## src/rtl/bag_pkg.sv

```systemverilog
package bag_pkg;
    typedef enum logic [1:0] {
        BT_FIXED = 2'b00,
        BT_INCR  = 2'b01,
        BT_WRAP  = 2'b10,
        BT_RSVD  = 2'b11
    } burst_e;

    typedef enum logic {
        ST_IDLE = 1'b0,
        ST_RUN  = 1'b1
    } state_e;
endpackage

```

## src/rtl/bag_decode.sv

```systemverilog
// Classifies a descriptor at load time and precomputes the wrap window.
module bag_decode
    import bag_pkg::*;
#(
    parameter int ADDR_W = 32,
    parameter int LEN_W  = 8,
    parameter int SIZE_W = 3
) (
    input  logic [ADDR_W-1:0] start_i,
    input  logic [LEN_W-1:0]  len_i,
    input  logic [SIZE_W-1:0] size_i,
    input  logic [1:0]        burst_i,
    output burst_e            mode_o,
    output logic              bad_o,
    output logic [ADDR_W-1:0] low_o,
    output logic [ADDR_W-1:0] high_o
);
    logic [ADDR_W-1:0] stride;
    logic [ADDR_W-1:0] span;
    logic              len_ok;
    logic              aligned;

    always_comb begin
        stride  = ADDR_W'(1) << size_i;
        span    = ADDR_W'({1'b0, len_i} + (LEN_W+1)'(1)) << size_i;
        len_ok  = (len_i == LEN_W'(1)) || (len_i == LEN_W'(3)) ||
                  (len_i == LEN_W'(7)) || (len_i == LEN_W'(15));
        aligned = ((start_i & (stride - ADDR_W'(1))) == '0);
        bad_o   = (burst_i == 2'b11) ||
                  ((burst_i == 2'b10) && !(len_ok && aligned));
        mode_o  = bad_o ? BT_INCR : burst_e'(burst_i);
        low_o   = start_i & ~(span - ADDR_W'(1));
        high_o  = low_o + span;
    end
endmodule

```

## src/rtl/bag_step.sv

```systemverilog
// Next-beat address from the current one.
module bag_step
    import bag_pkg::*;
#(
    parameter int ADDR_W = 32,
    parameter int SIZE_W = 3
) (
    input  logic [ADDR_W-1:0] cur_i,
    input  logic [SIZE_W-1:0] size_i,
    input  burst_e            mode_i,
    input  logic [ADDR_W-1:0] low_i,
    input  logic [ADDR_W-1:0] high_i,
    output logic [ADDR_W-1:0] next_o
);
    logic [ADDR_W-1:0] stride;
    logic [ADDR_W-1:0] bumped;

    always_comb begin
        stride = ADDR_W'(1) << size_i;
        bumped = (cur_i & ~(stride - ADDR_W'(1))) + stride;
        unique case (mode_i)
            BT_FIXED: next_o = cur_i;
            BT_WRAP:  next_o = (bumped == high_i) ? low_i : bumped;
            default:  next_o = bumped;
        endcase
    end
endmodule

```

## src/rtl/bag_beat_ctr.sv

```systemverilog
// Beat index with the loaded length as limit.
module bag_beat_ctr #(
    parameter int LEN_W = 8
) (
    input  logic             clk,
    input  logic             rst_n,
    input  logic             clear_i,
    input  logic             step_i,
    input  logic [LEN_W-1:0] len_i,
    output logic [LEN_W-1:0] beat_o,
    output logic             at_end_o
);
    logic [LEN_W-1:0] cnt_q;
    logic [LEN_W-1:0] lim_q;

    always_ff @(posedge clk or negedge rst_n) begin
        if (!rst_n) begin
            cnt_q <= '0;
            lim_q <= '0;
        end else if (clear_i) begin
            cnt_q <= '0;
            lim_q <= len_i;
        end else if (step_i) begin
            cnt_q <= cnt_q + LEN_W'(1);
        end
    end

    assign beat_o   = cnt_q;
    assign at_end_o = (cnt_q == lim_q);
endmodule

```

## src/rtl/burst_addr_gen.sv

```systemverilog
module burst_addr_gen
    import bag_pkg::*;
#(
    parameter int ADDR_W = 32
) (
    input  logic              clk,
    input  logic              rst_n,
    input  logic              load_i,
    input  logic [ADDR_W-1:0] start_addr_i,
    input  logic [7:0]        len_i,
    input  logic [2:0]        size_i,
    input  logic [1:0]        burst_i,
    input  logic              advance_i,
    output logic              busy_o,
    output logic [ADDR_W-1:0] addr_o,
    output logic [7:0]        beat_o,
    output logic              last_o,
    output logic              illegal_o
);
    localparam int LEN_W  = 8;
    localparam int SIZE_W = 3;

    state_e            state_q, state_d;
    burst_e            dec_mode, mode_q;
    logic              dec_bad, bad_q;
    logic [ADDR_W-1:0] dec_low, dec_high, low_q, high_q;
    logic [ADDR_W-1:0] addr_q, addr_next;
    logic [SIZE_W-1:0] size_q;
    logic [LEN_W-1:0]  beat;
    logic              at_end;
    logic              stepping;

    bag_decode #(.ADDR_W(ADDR_W), .LEN_W(LEN_W), .SIZE_W(SIZE_W)) u_dec (
        .start_i(start_addr_i), .len_i(len_i), .size_i(size_i), .burst_i(burst_i),
        .mode_o(dec_mode), .bad_o(dec_bad), .low_o(dec_low), .high_o(dec_high)
    );

    bag_step #(.ADDR_W(ADDR_W), .SIZE_W(SIZE_W)) u_step (
        .cur_i(addr_q), .size_i(size_q), .mode_i(mode_q),
        .low_i(low_q), .high_i(high_q), .next_o(addr_next)
    );

    assign stepping = (state_q == ST_RUN) && advance_i && !load_i && !at_end;

    bag_beat_ctr #(.LEN_W(LEN_W)) u_ctr (
        .clk(clk), .rst_n(rst_n), .clear_i(load_i), .step_i(stepping),
        .len_i(len_i), .beat_o(beat), .at_end_o(at_end)
    );

    // State register
    always_ff @(posedge clk or negedge rst_n) begin
        if (!rst_n) state_q <= ST_IDLE;
        else        state_q <= state_d;
    end

    // Transitions: go, restart, step, retire
    always_comb begin
        state_d = state_q;
        unique case (state_q)
            ST_IDLE: if (load_i) state_d = ST_RUN;
            ST_RUN:  if (!load_i && advance_i && at_end) state_d = ST_IDLE;
            default: state_d = ST_IDLE;
        endcase
    end

    // Burst context and current address
    always_ff @(posedge clk or negedge rst_n) begin
        if (!rst_n) begin
            addr_q <= '0;
            size_q <= '0;
            mode_q <= BT_FIXED;
            low_q  <= '0;
            high_q <= '0;
            bad_q  <= 1'b0;
        end else if (load_i) begin
            addr_q <= start_addr_i;
            size_q <= size_i;
            mode_q <= dec_mode;
            low_q  <= dec_low;
            high_q <= dec_high;
            bad_q  <= dec_bad;
        end else if (stepping) begin
            addr_q <= addr_next;
        end
    end

    // Outputs
    always_comb begin
        busy_o    = (state_q == ST_RUN);
        last_o    = (state_q == ST_RUN) && at_end;
        addr_o    = addr_q;
        beat_o    = beat;
        illegal_o = bad_q;
    end
endmodule

```

## config.mk

```make
export PLATFORM = sky130hd
export DESIGN_NAME = burst_addr_gen
export DESIGN_NICKNAME = d
export VERILOG_FILES = /design/src/rtl/bag_pkg.sv /design/src/rtl/bag_decode.sv /design/src/rtl/bag_step.sv /design/src/rtl/bag_beat_ctr.sv /design/src/rtl/burst_addr_gen.sv
export SDC_FILE = /design/constraint.sdc
export NUM_CORES = 1
export LEC_CHECK = 0
export ABC_CLOCK_PERIOD_IN_PS = 13700
export BUFFER_PORTS_ARGS = -buffer_cell sky130_fd_sc_hd__buf_4
export CAP_MARGIN = 20
export CELL_PAD_IN_SITES_DETAIL_PLACEMENT = 2
export CELL_PAD_IN_SITES_GLOBAL_PLACEMENT = 2
export CORE_AREA = 2 2 172 174
export DETAILED_ROUTE_END_ITERATION = 8
export DIE_AREA = 0 0 174 176
export GPL_TIMING_DRIVEN = 0
export PLACE_DENSITY_LB_ADDON = 0.1
export SYNTH_ARGS = -nofsm -noshare
export SYNTH_HDL_FRONTEND = slang
export SYNTH_HIERARCHICAL = 1
export SYNTH_SLANG_ARGS = --single-unit
```

## constraint.sdc

```tcl
create_clock -name clk -period 13.7 [get_ports clk]
set_clock_uncertainty 0.05 [all_clocks]
set_input_delay 2.74 -clock clk [delete_from_list [all_inputs] [get_ports clk]]
set_output_delay 2.74 -clock clk [all_outputs]
set_load 0.02 [all_outputs]
```

After elaboration in Yosys (flattened, before gate mapping)
Cells that the tools add are included.

operators by class
  magnitude comparators = 0
  reduce and logical (&&, ||, !) cells = 19
  equal/unequal tests = 10
  add/sub/neg operators = 7
  multipliers = 0
  multiplexer cells = 10
  shifts and indexed selects = 3
  bitwise logic cells = 6
  div/mod/pow operators = 0

operator list
  operator                                            count
  bitwise AND 32 bit                                  3
  two-way mux 32 bit                                  3
  subtractor 32 x 1 -> 32 bit, second input constant  3
  adder 32 bit                                        2
  inverter 32 bit                                     2
  case mux 32 bit (2 select lines)                    1
  left shift 1 x 3 -> 32 bit, first input constant    2
  == test 32 bit                                      1
  zero test 32 bit                                    1
  left shift 32 x 3 -> 32 bit                         1
  two-way mux 8 bit                                   2
  adder 8 x 1 -> 9 bit, second input constant         1
  adder 8 x 1 -> 8 bit, second input constant         1
  == test 8 x 1 -> 1 bit, second input constant       1
  == test 8 x 2 -> 1 bit, second input constant       1
  == test 8 x 3 -> 1 bit, second input constant       1
  == test 8 x 4 -> 1 bit, second input constant       1
  == test 8 bit                                       1
  logical AND 1 bit                                   8
  == test 2 bit, second input constant                3
  logical OR 1 bit                                    4
  zero test 1 bit                                     3
  zero test 2 bit                                     1
  two-way mux 1 bit                                   2
  6 further kinds                                     6

storage, ports and cells
  input port bits = 49
  memory bits (writable) = 0
  bits in latches = 0
  memory bits (read-only) = 0
  output and inout bits = 43
  memories = 0
  register bits = 119

Depth between registers and ports, before layout
Gate-level depths: netlist of the first run.

  depth in word-level cells = 10
  gate-level depth with buffers = 23
  mapped depth without buffers = 22

Modules after synthesis
Netlist of the first run, hierarchy kept.

by module, submodules not included
  module          area an instance (µm²)  times used  cells each  seq. area each (µm²)
  burst_addr_gen  4113.9                  1           293         2577.5
  bag_step        3672.3                  1           561         0.0
  bag_decode      3037.9                  1           447         0.0
  bag_beat_ctr    767.0                   1           66          400.4

Worst setup path after synthesis of the first run
No wires, ideal clock.

  kind = input to register
  start = in size_i[0]
  end = reg high_q[29]
  cell stages on the path = 23
  required time = 13.525 ns
  data arrival time = 7.004 ns
  setup slack = 6.522 ns
  setup time = 0.125 ns
  path buffers = 3
  path through = buf_4 > buf_2 > nor4_1 > inv_1 > ha_1 > and3_1 > a21o_1 > and3_1 > buf_2 > and3_1 > nand2_1 > nor2_1 > xnor2_1 > and2_1 > ha_1 > inv_1 > a311oi_1 > a21oi_1 > a21boi_2 > o31ai_4 > nand4_1 > xnor2_1 > mux2_2

between the ends
  longest elaborated chain between the ends = 5

ends and longest elaborated chain
  item                         line                  source
  start: declaration           burst_addr_gen.sv:11  input logic [2:0] size_i,
  left shift 32 x 3 -> 32 bit  bag_decode.sv:25      span = ADDR_W'({1'b0, len_i} + (LEN_W+1)'(1)) << size_i;
  subtractor 32 x 1 -> 32 bit  bag_decode.sv:32      low_o = start_i & ~(span - ADDR_W'(1));
  inverter 32 bit              bag_decode.sv:32
  bitwise AND 32 bit           bag_decode.sv:32
  via dec_low[12]              burst_addr_gen.sv:26  logic [ADDR_W-1:0] dec_low, dec_high, low_q, high_q;
  adder 32 bit                 bag_decode.sv:33      high_o = low_o + span;
  via dec_high[29]             burst_addr_gen.sv:26
  end signal: assignment       burst_addr_gen.sv:80  high_q <= dec_high;
  end: declaration             burst_addr_gen.sv:26

The timed path passes the listed nets, and every way through them passes these cells.
A chain may end at the register's enable or synchronous reset.

Worst setup path after layout of the first run
  start = in size_i[1]
  end = reg high_q[31]

The elaborated chain is that of the path after synthesis.

==> results of run 1 <==
[cell families after synthesis]
| kind of cell | after synthesis |
|---|---|
| and+or+nand+nor | 526 |
| AOI/OAI and AO/OA | 314 |
| muxes | 141 |
| buffers and inverters | 132 |
| DFF | 119 |
| xor gates and xnor gates | 118 |
| adders and majority gates | 17 |
[routing by layer]
| layer | global-route usage [%] | share of wire [%] | vias to the layer above |
|---|---|---|---|
| met5 | 0 | 0 | - |
| met4 | 12.04 | 3.1 | 0 |
| met3 | 4.113 | 4.9 | 101 |
| met2 | 57.49 | 48 | 370 |
| met1 | 44.20 | 44 | 6091 |
| li1 | - | - | 5228 |
[path summary, 6_finish.rpt]
path                       startpoint        endpoint  cells past startpoint
max in group asynchronous       rst_n  u_ctr/lim_q[3]                      2
min in group asynchronous       rst_n       size_q[2]                      1
min reg2reg                 low_q[15]       low_q[15]                      1
min                         low_q[15]       low_q[15]                      1
max                         size_i[1]      high_q[31]                     24
max reg2reg                 size_q[1]      addr_o[12]                     20
[area by class of cell]
class | instances | area, um^2 | area share [%]
well taps | 384 | 480.5 | 3.605
flip-flops and latches | 119 | 2978 | 22.34
repair buffers | 93 | 724.4 | 5.436
clock inverters | 4 | 20.02 | 0.1502
plain buffers | 90 | 506.7 | 3.802
multi-input cells | 1116 | 7949 | 59.64
inverters | 42 | 157.7 | 1.183
clock buffers | 24 | 511.7 | 3.840
[cells in the mapped netlist (all sizes together) (9+ instances only)]
master | instances | area (um^2)
a21oi | 50 | 254.0
mux2 | 102 | 1149
or3 | 13 | 81.33
o21a | 9 | 67.56
nand2 | 124 | 468.0
clkbuf | 36 | 136.4
nor3 | 28 | 172.7
and3 | 21 | 131.4
nand3 | 39 | 207.7
nor2b | 18 | 112.6
o21ai | 79 | 399.1
and2 | 38 | 237.7
inv | 40 | 150.1
a31oi | 18 | 112.6
ha | 17 | 212.7
a211oi | 9 | 87.59
nand4 | 34 | 225.2
xor2 | 36 | 334.1
nor4 | 14 | 102.6
o211ai | 10 | 80.07
xnor2 | 80 | 700.7
or2 | 9 | 56.31
mux2i | 39 | 394.1
nor2 | 125 | 471.7
a21o | 11 | 85.08
buf | 54 | 370.4
dfrtp | 119 | 2978
a221oi | 25 | 236.5
nand2b | 16 | 100.1
[worst max-delay path: stages]
cell and delay [ps]:
buf_4 130, buf_2 170, buf_2 210, nor4_1 960
inv_1 240, ha_1 370, and3_1 200, a21o_1 230
and3_1 190, buf_2 160, and3_1 240, nand2_1 180
nor2_1 70, xnor2_1 120, and2_1 200, ha_1 360
inv_1 130, a311oi_1 300, a21oi_1 110, a21boi_2 200
o31ai_4 510, nand3_1 220, xnor2_1 180, mux2_2 280
[power groups by stage]
stage / logic [mW] / clock network [mW] / registers, mW
global route: 0.550 / 0.432 / 0.471
finish: 0.513 / 0.415 / 0.468
global placement: 0.471 / 0 / 0.462
floorplan: 0.325 / 0 / 0.446
CTS: 0.508 / 0.417 / 0.464
detailed placement: 0.496 / 0 / 0.467
[state kept, by name (all words and copies together) (netlist names)]
| signal | cells |
|---|---|
| busy_o | 1 |
| mode_q | 2 |
| low_q | 32 |
| size_q | 3 |
| high_q | 32 |
| u_ctr/beat_o | 8 |
| addr_o | 32 |
| illegal_o | 1 |
| u_ctr/lim_q | 8 |
[through the flow]
step / cell area, um^2 / cells / utilization [%] / power [mW]
after floorplan: 11590 / 1367 / - / 0.7708
after global placement: 12750 / 1841 / 44.65 / 0.9332
after detailed placement: 12780 / 1843 / 44.78 / 0.9630
after CTS: 13320 / 1871 / 46.64 / 1.389
after global routing: 13330 / 1872 / 46.69 / 1.453
final: 13330 / 1872 / 46.69 / 1.396
==> metrics.md, run 1 <==
| Metric | Value |
|---|---|
| Crit share post-route | 61.73% |
| Crit Path Category | in -> reg |
| Main flop type after synthesis | dfrtp_1 |
| Critical Path RT | around 14000 ps |
| Worst reg-to-reg setup slack | 6710 ps |
| Area growth syn-to-layout | 14.98% |
| Mapped Nets | 1433 |
| Grt ovf | 0 |
| Root Buffer | clkbuf_16 |
| Simple-gate portion of the synthesized area | 23.97% |
| P_sw | 536.8 uW |
| Worst slew pin tran | 1129 ps |
| Largest net degree at the start of global routing | between 90 and 100 |
| Largest family of logic cells by synthesized area | simple AND/OR/NAND/NOR gates |
| Number of synthesized register bits | 119 |
| Worst vdd ir | between 0.08 and 0.09 mV |
| Commonest non-fill, non-tap cell in the layout | nor2_1 |
| Setup ws final | 5243 ps |
| Post-CTS Resized | 0 |
| Leak pwr | 5.583 nW |
| Hold Crit Class | reg -> reg |
| Worst setup SP type | input port |
| CTS tree | done |
| Clock slew at reported path FFs | 60 ps |
| IO buf count | 90 |
| Vias in the first global route | 12660 |
| Share of layout cells above drive strength 1 | 21.77% |
| Routed vias | between 10000 and 15000 |
| First DRT Iteration DRCs | a little over 900 |
| IO Count | 92 |
| RSZ-0062 raised after global routing | false |
| Cell Area, Synth | 11590 um^2 |
| Initial Utilization | 40.60% |
| Crit end category | flop |
| Syn Inst Count | between 1000 and 1500 |
| Pwr/cell area | 104.7 nW/um^2 |
| Switching share of power | between 30% and 40% |
| HPWL after DPL | 39.71 mm |
| Wire length of the first global-routing pass | roughly 79 mm |
| CP Max Fanout | 10 |
| Register area share after synthesis | 25.69% |
| Setup total negative slack | 0 ps |
| Post-synthesis mux area share | approximately an eighth |
| FILL cells | ~3200 |
| DR WL/cell | 27.54 um |
| H-tree depth | 4 |
| Min Tclk post-route | ~8500 ps |
| Die width | 174 um |
| Int Power | 859.0 uW |
| Num rows | 62 |
| RePlAce Congestion | 0.8901 |
| Antenna violations before repair | 0 |
| Status | finished, final reports clean |
| Drt first pass iters | 5 |
| Antenna cell count | 0 |
| Post-synth EDFFs | 0 |
| Gate power share | 36.8% |
| Max clock buf depth | 2 |
| Commonest cells after routing, fill and taps aside | nor2_1, nand2_1, dfrtp_1 |
| Final hold slack | 475.3 ps |
| Residual DRC | 0 |
| Sink Count | 119 |
| Flop pwr share | 33.5% |
| Async S/R FF share, synth | 100.0% |
| Post-CTS setup buffer count | 0 |
| Routed wire length | slightly above 50 mm |
| Final hold vios | 0 |
| Overall Global Routing Usage | about 34% |
| Clock network fraction of total power | 29.7% |
| Pre-CTS WS | 5059 ps |
| CTS buffer count | 17 |
| Layout Nets | roughly 1500 |
| Crit path DAT | just under 9000 ps |
| Top achievable clock speed | 118.2 MHz |
| Synth Area in Compound Gates | 20.14% |
| Syn_area_per_cell | 8.479 um^2 |
| Die Area | 30620 um^2 |
| Final Max Slew Viols | 0 |
| Routed Antenna Nets | 0 |
| Max-cap violations | 0 |
| Clk_lat worst skew | 430 ps |
| Hold buffer count at cts | 0 |
| Finish-stage setup viols | 0 |
| Synth Area in XOR/XNOR | 9.316% |
| Core box area | 28550 um^2 |
| Adder-cell share of the synthesized area | 1.835% |
| Syn. warnings | 6 |
| Unique masters post-synth | 118 |
| Die Y | 176 um |
| Via/cell ratio | 6.298 |
| Rel. slew slack | between 20% and 30% |
Note: power is estimated with default switching activity, not from simulation.
==> inputs of run 2 (changes only) <==
--- a/config.mk
+++ b/config.mk
@@ -5,14 +5,14 @@
 export SDC_FILE = /design/constraint.sdc
 export NUM_CORES = 1
 export LEC_CHECK = 0
-export ABC_CLOCK_PERIOD_IN_PS = 13700
+export ABC_CLOCK_PERIOD_IN_PS = 7520
 export BUFFER_PORTS_ARGS = -buffer_cell sky130_fd_sc_hd__buf_4
 export CAP_MARGIN = 20
 export CELL_PAD_IN_SITES_DETAIL_PLACEMENT = 2
 export CELL_PAD_IN_SITES_GLOBAL_PLACEMENT = 2
-export CORE_AREA = 2 2 172 174
+export CORE_AREA = 2 2 188 190
 export DETAILED_ROUTE_END_ITERATION = 8
-export DIE_AREA = 0 0 174 176
+export DIE_AREA = 0 0 190 192
 export GPL_TIMING_DRIVEN = 0
 export PLACE_DENSITY_LB_ADDON = 0.1
 export SYNTH_ARGS = -nofsm -noshare
==> constraint.sdc (replaced) <==
create_clock -name clk -period 7.52 [get_ports clk]
set_clock_uncertainty 0.05 [all_clocks]
set_input_delay 1.504 -clock clk [delete_from_list [all_inputs] [get_ports clk]]
set_output_delay 1.504 -clock clk [all_outputs]
set_load 0.02 [all_outputs]
==> run 2 against run 1 <==
Compared with the run above:
- global-route usage decreased by 6.1 points
- combinational power increased by 77%
- final area increased by 1.4%
- count of clock-buffer cells in the layout unchanged
- sequential share of layout area decreased by 0.31 points
- setup slack got worse by 4700 ps
- critical path depth unchanged
- worst hold slack got worse by 12 ps
- final cell count increased by 4.0%
- largest power group unchanged
==> metrics.md, run 2 (synthesis gave the netlist of run 1 again) <==
| Metric | Value |
|---|---|
| Min Tclk post-route | 7009 ps |
| Final hold vios | 0 (unchanged) |
| Initial Utilization | 33.81% (-6.8 points) |
| Top achievable clock speed | approximately 140 MHz |
| Reg-to-reg critical path startpoint | size_q[1] |
| Die Y | 192 um (+9.1%) |
| IO buf count | 90 (unchanged) |
| Num rows | 68 (+9.7%) |
| Vias in the first global route | 12150 (-4.0%) |
| Routed wire length | 49.71 mm (-3.6%) |
| Worst setup SP type | input port |
| Die Area | 36480 um^2 (+19%) |
| Routed vias | 11390 (-3.4%) |
| RePlAce Congestion | 0.8821 (-0.90%) |
| Max-cap violations | 0 (unchanged) |
| Clock slew at reported path FFs | 60 ps (about the same) |
| Largest net degree at the start of global routing | 91 (-6.2%) |
| Commonest non-fill, non-tap cell in the layout | nor2_1 |
| Hold buffer count at cts | 0 (unchanged) |
| Commonest cells after routing, fill and taps aside | nor2_1, nand2_1, dfrtp_1 |
| Overall Global Routing Usage | 27.64% (-6.1 points) |
| HPWL after DPL | 39.90 mm (+0.48%) |
| Hold path cells | 1 (unchanged) |
| Antenna cell count | 0 (unchanged) |
| First DRT Iteration DRCs | 519 (-44%) |
| Clk_lat worst skew | 420 ps (about the same) |
| H-tree depth | 4 (unchanged) |
| Post-CTS Resized | 0 (unchanged) |
| Crit path DAT | 7260 ps (-1460 ps) |
| Global Route met2 Usage | 47.14% (-10 points) |
| Leak pwr | 5.603 nW (+0.37%) |
| Core box area | 34290 um^2 (+20%) |
| DR WL/cell | 25.55 um (-7.2%) |
| Crit share post-route | 93.20% |
| Share of layout cells above drive strength 1 | 21.73% (-0.044 points) |
| Met3 Use GR | 2.649% (-1.5 points) |
| Crit-path slowest cell | nor4_1 |
| Grt met1 use | 37.57% (-6.6 points) |
| Critical path buffer and inverter count | 6 (unchanged) |
| Crit path max-delay family | simple AND/OR/NAND/NOR gates |
| Max clock buf depth | 2 (unchanged) |
| Routed Antenna Nets | 0 (unchanged) |
| Finish-stage setup viols | 0 (unchanged) |
| Critical Path RT | 7770 ps (-6190 ps) |
| Area growth syn-to-layout | 16.58% |
| Worst slew pin tran | 1062 ps (-66.70 ps) |
| RSZ-0062 raised after global routing | false |
| Residual DRC | 0 (unchanged) |
| Via/cell ratio | 5.853 (-7.1%) |
| CP startpoint | size_i[1] |
| Setup total negative slack | 0 ps (unchanged) |
| Hold Crit Class | reg -> reg |
| Crit Path Category | in -> reg |
| Placed inst area | 12870 um^2 (+0.69%) |
| Drt first pass iters | 5 (unchanged) |
| Final Instance Area | 13510 um^2 (+1.4%) |
| Root Buffer | clkbuf_16 |
| Final Max Slew Viols | 0 (unchanged) |
| Status | finished, final reports clean |
| Grt peak-use layer | met2 |
| Wire length of the first global-routing pass | 76.38 mm (-3.7%) |
| Min-delay src | illegal_o |
| Die width | 190 um (+9.2%) |
| Critical path depth | 24 (unchanged) |
| Worst vdd ir | 0.1601 mV (+99%) |
| Sink Count | 119 (unchanged) |
| Pwr/cell area | 197.0 nW/um^2 (+88%) |
| Grt ovf | 0 (unchanged) |
| Crit end category | flop |
| Layout Utilization | 39.41% (-7.3 points) |
| Crit-path cells | buf_4 > buf_2 > buf_2 > nor4_1 > inv_1 > ha_1 > and3_1 > a21o_1 > and3_1 > buf_2 > and3_1 > nand2_1 > nor2_1 > xnor2_1 > and2_1 > ha_1 > inv_1 > a311oi_1 > a21oi_1 > a21boi_2 > o31ai_4 > nand3_1 > xnor2_1 > mux2_2 |
| Antenna violations before repair | 0 (unchanged) |
| CP Max Fanout | 10 (unchanged) |
| CTS buffer count | 17 (unchanged) |
| Rel. slew slack | 27.36% (+3.3 points) |
| FF-to-FF path depth | 20 (unchanged) |
| CTS tree | done |
| Post-CTS setup buffer count | 0 (unchanged) |
| IO Count | 92 (unchanged) |
| Critical path's largest stage delay | 860 ps (-100 ps) |
| Layout Nets | 1544 (-0.065%) |
-- run 2: cell types whose count changed in the layout (fill, tap and decap cells not counted), sizes merged --
cell	change
bufinv	+5
clkinv	-1
dlymetal6s2s	-1
-- run 2: layout make-up --
type                       instances  area [um^2]
tap                              455        569.3
timing repair buffer              92        711.9
clock inverter                     8        168.9
inverter                          42        157.7
multi-input combinational       1116         7949
buffer                            90        506.7
sequential                       119         2978
fill                            3861        20770
clock buffer                      24        471.7
-- run 2: per-stage QoR --
stage	power, mW	setup WS [ps]	hold slack [ps]	std cells
after floorplan	1.404	1578	421.5	1367
after global placement	1.717	242.3	438.6	1912
after detailed placement	1.752	177.2	451.2	1914
after CTS	2.670	558.7	462.6	1946
after global routing	2.792	188.0	472.1	1946
final	2.662	511.5	463.3	1946
-- run 2: worst register-to-register path: stages (launching register included) --
cell       delay, ps
dfrtp_1          510
buf_4            250
buf_4            190
or3_1            410
ha_1             270
buf_2            210
and4bb_2         250
o21ai_0          530
nand3_1          310
a21boi_2         390
clkbuf_1         510
nand4b_1         390
xor2_1           220
o2111ai_1        180
nand4b_1         450
nor3_4           410
buf_6            250
mux2_2           350
a221oi_1         360
mux2i_1          130
o21ai_1          130
-- run 2: path summary, 6_finish.rpt --
check | endpoint | slack, ps
min | illegal_o | 460
max reg2reg | addr_o[24] | 710
min reg2reg | illegal_o | 460
min in group asynchronous | size_q[2] | 920
max in group asynchronous | addr_o[26] | 5700
max | high_q[31] | 510
-- run 2: per-layer routing --
| metal | vias to the layer above | share of wire, % |
|---|---|---|
| li1 | 5229 | - |
| met1 | 5899 | 47 |
| met2 | 214 | 48 |
| met3 | 47 | 2.9 |
| met4 | 0 | 1.8 |
| met5 | - | 0 |
-- run 2: report_power, final --
group / leakage [nW] / internal, mW / total, mW / switching, mW
Clock: 0.312 / 0.605 / 0.903 / 0.298
Sequential: 1.44 / 0.719 / 0.849 / 0.130
Combinational: 3.85 / 0.382 / 0.909 / 0.527
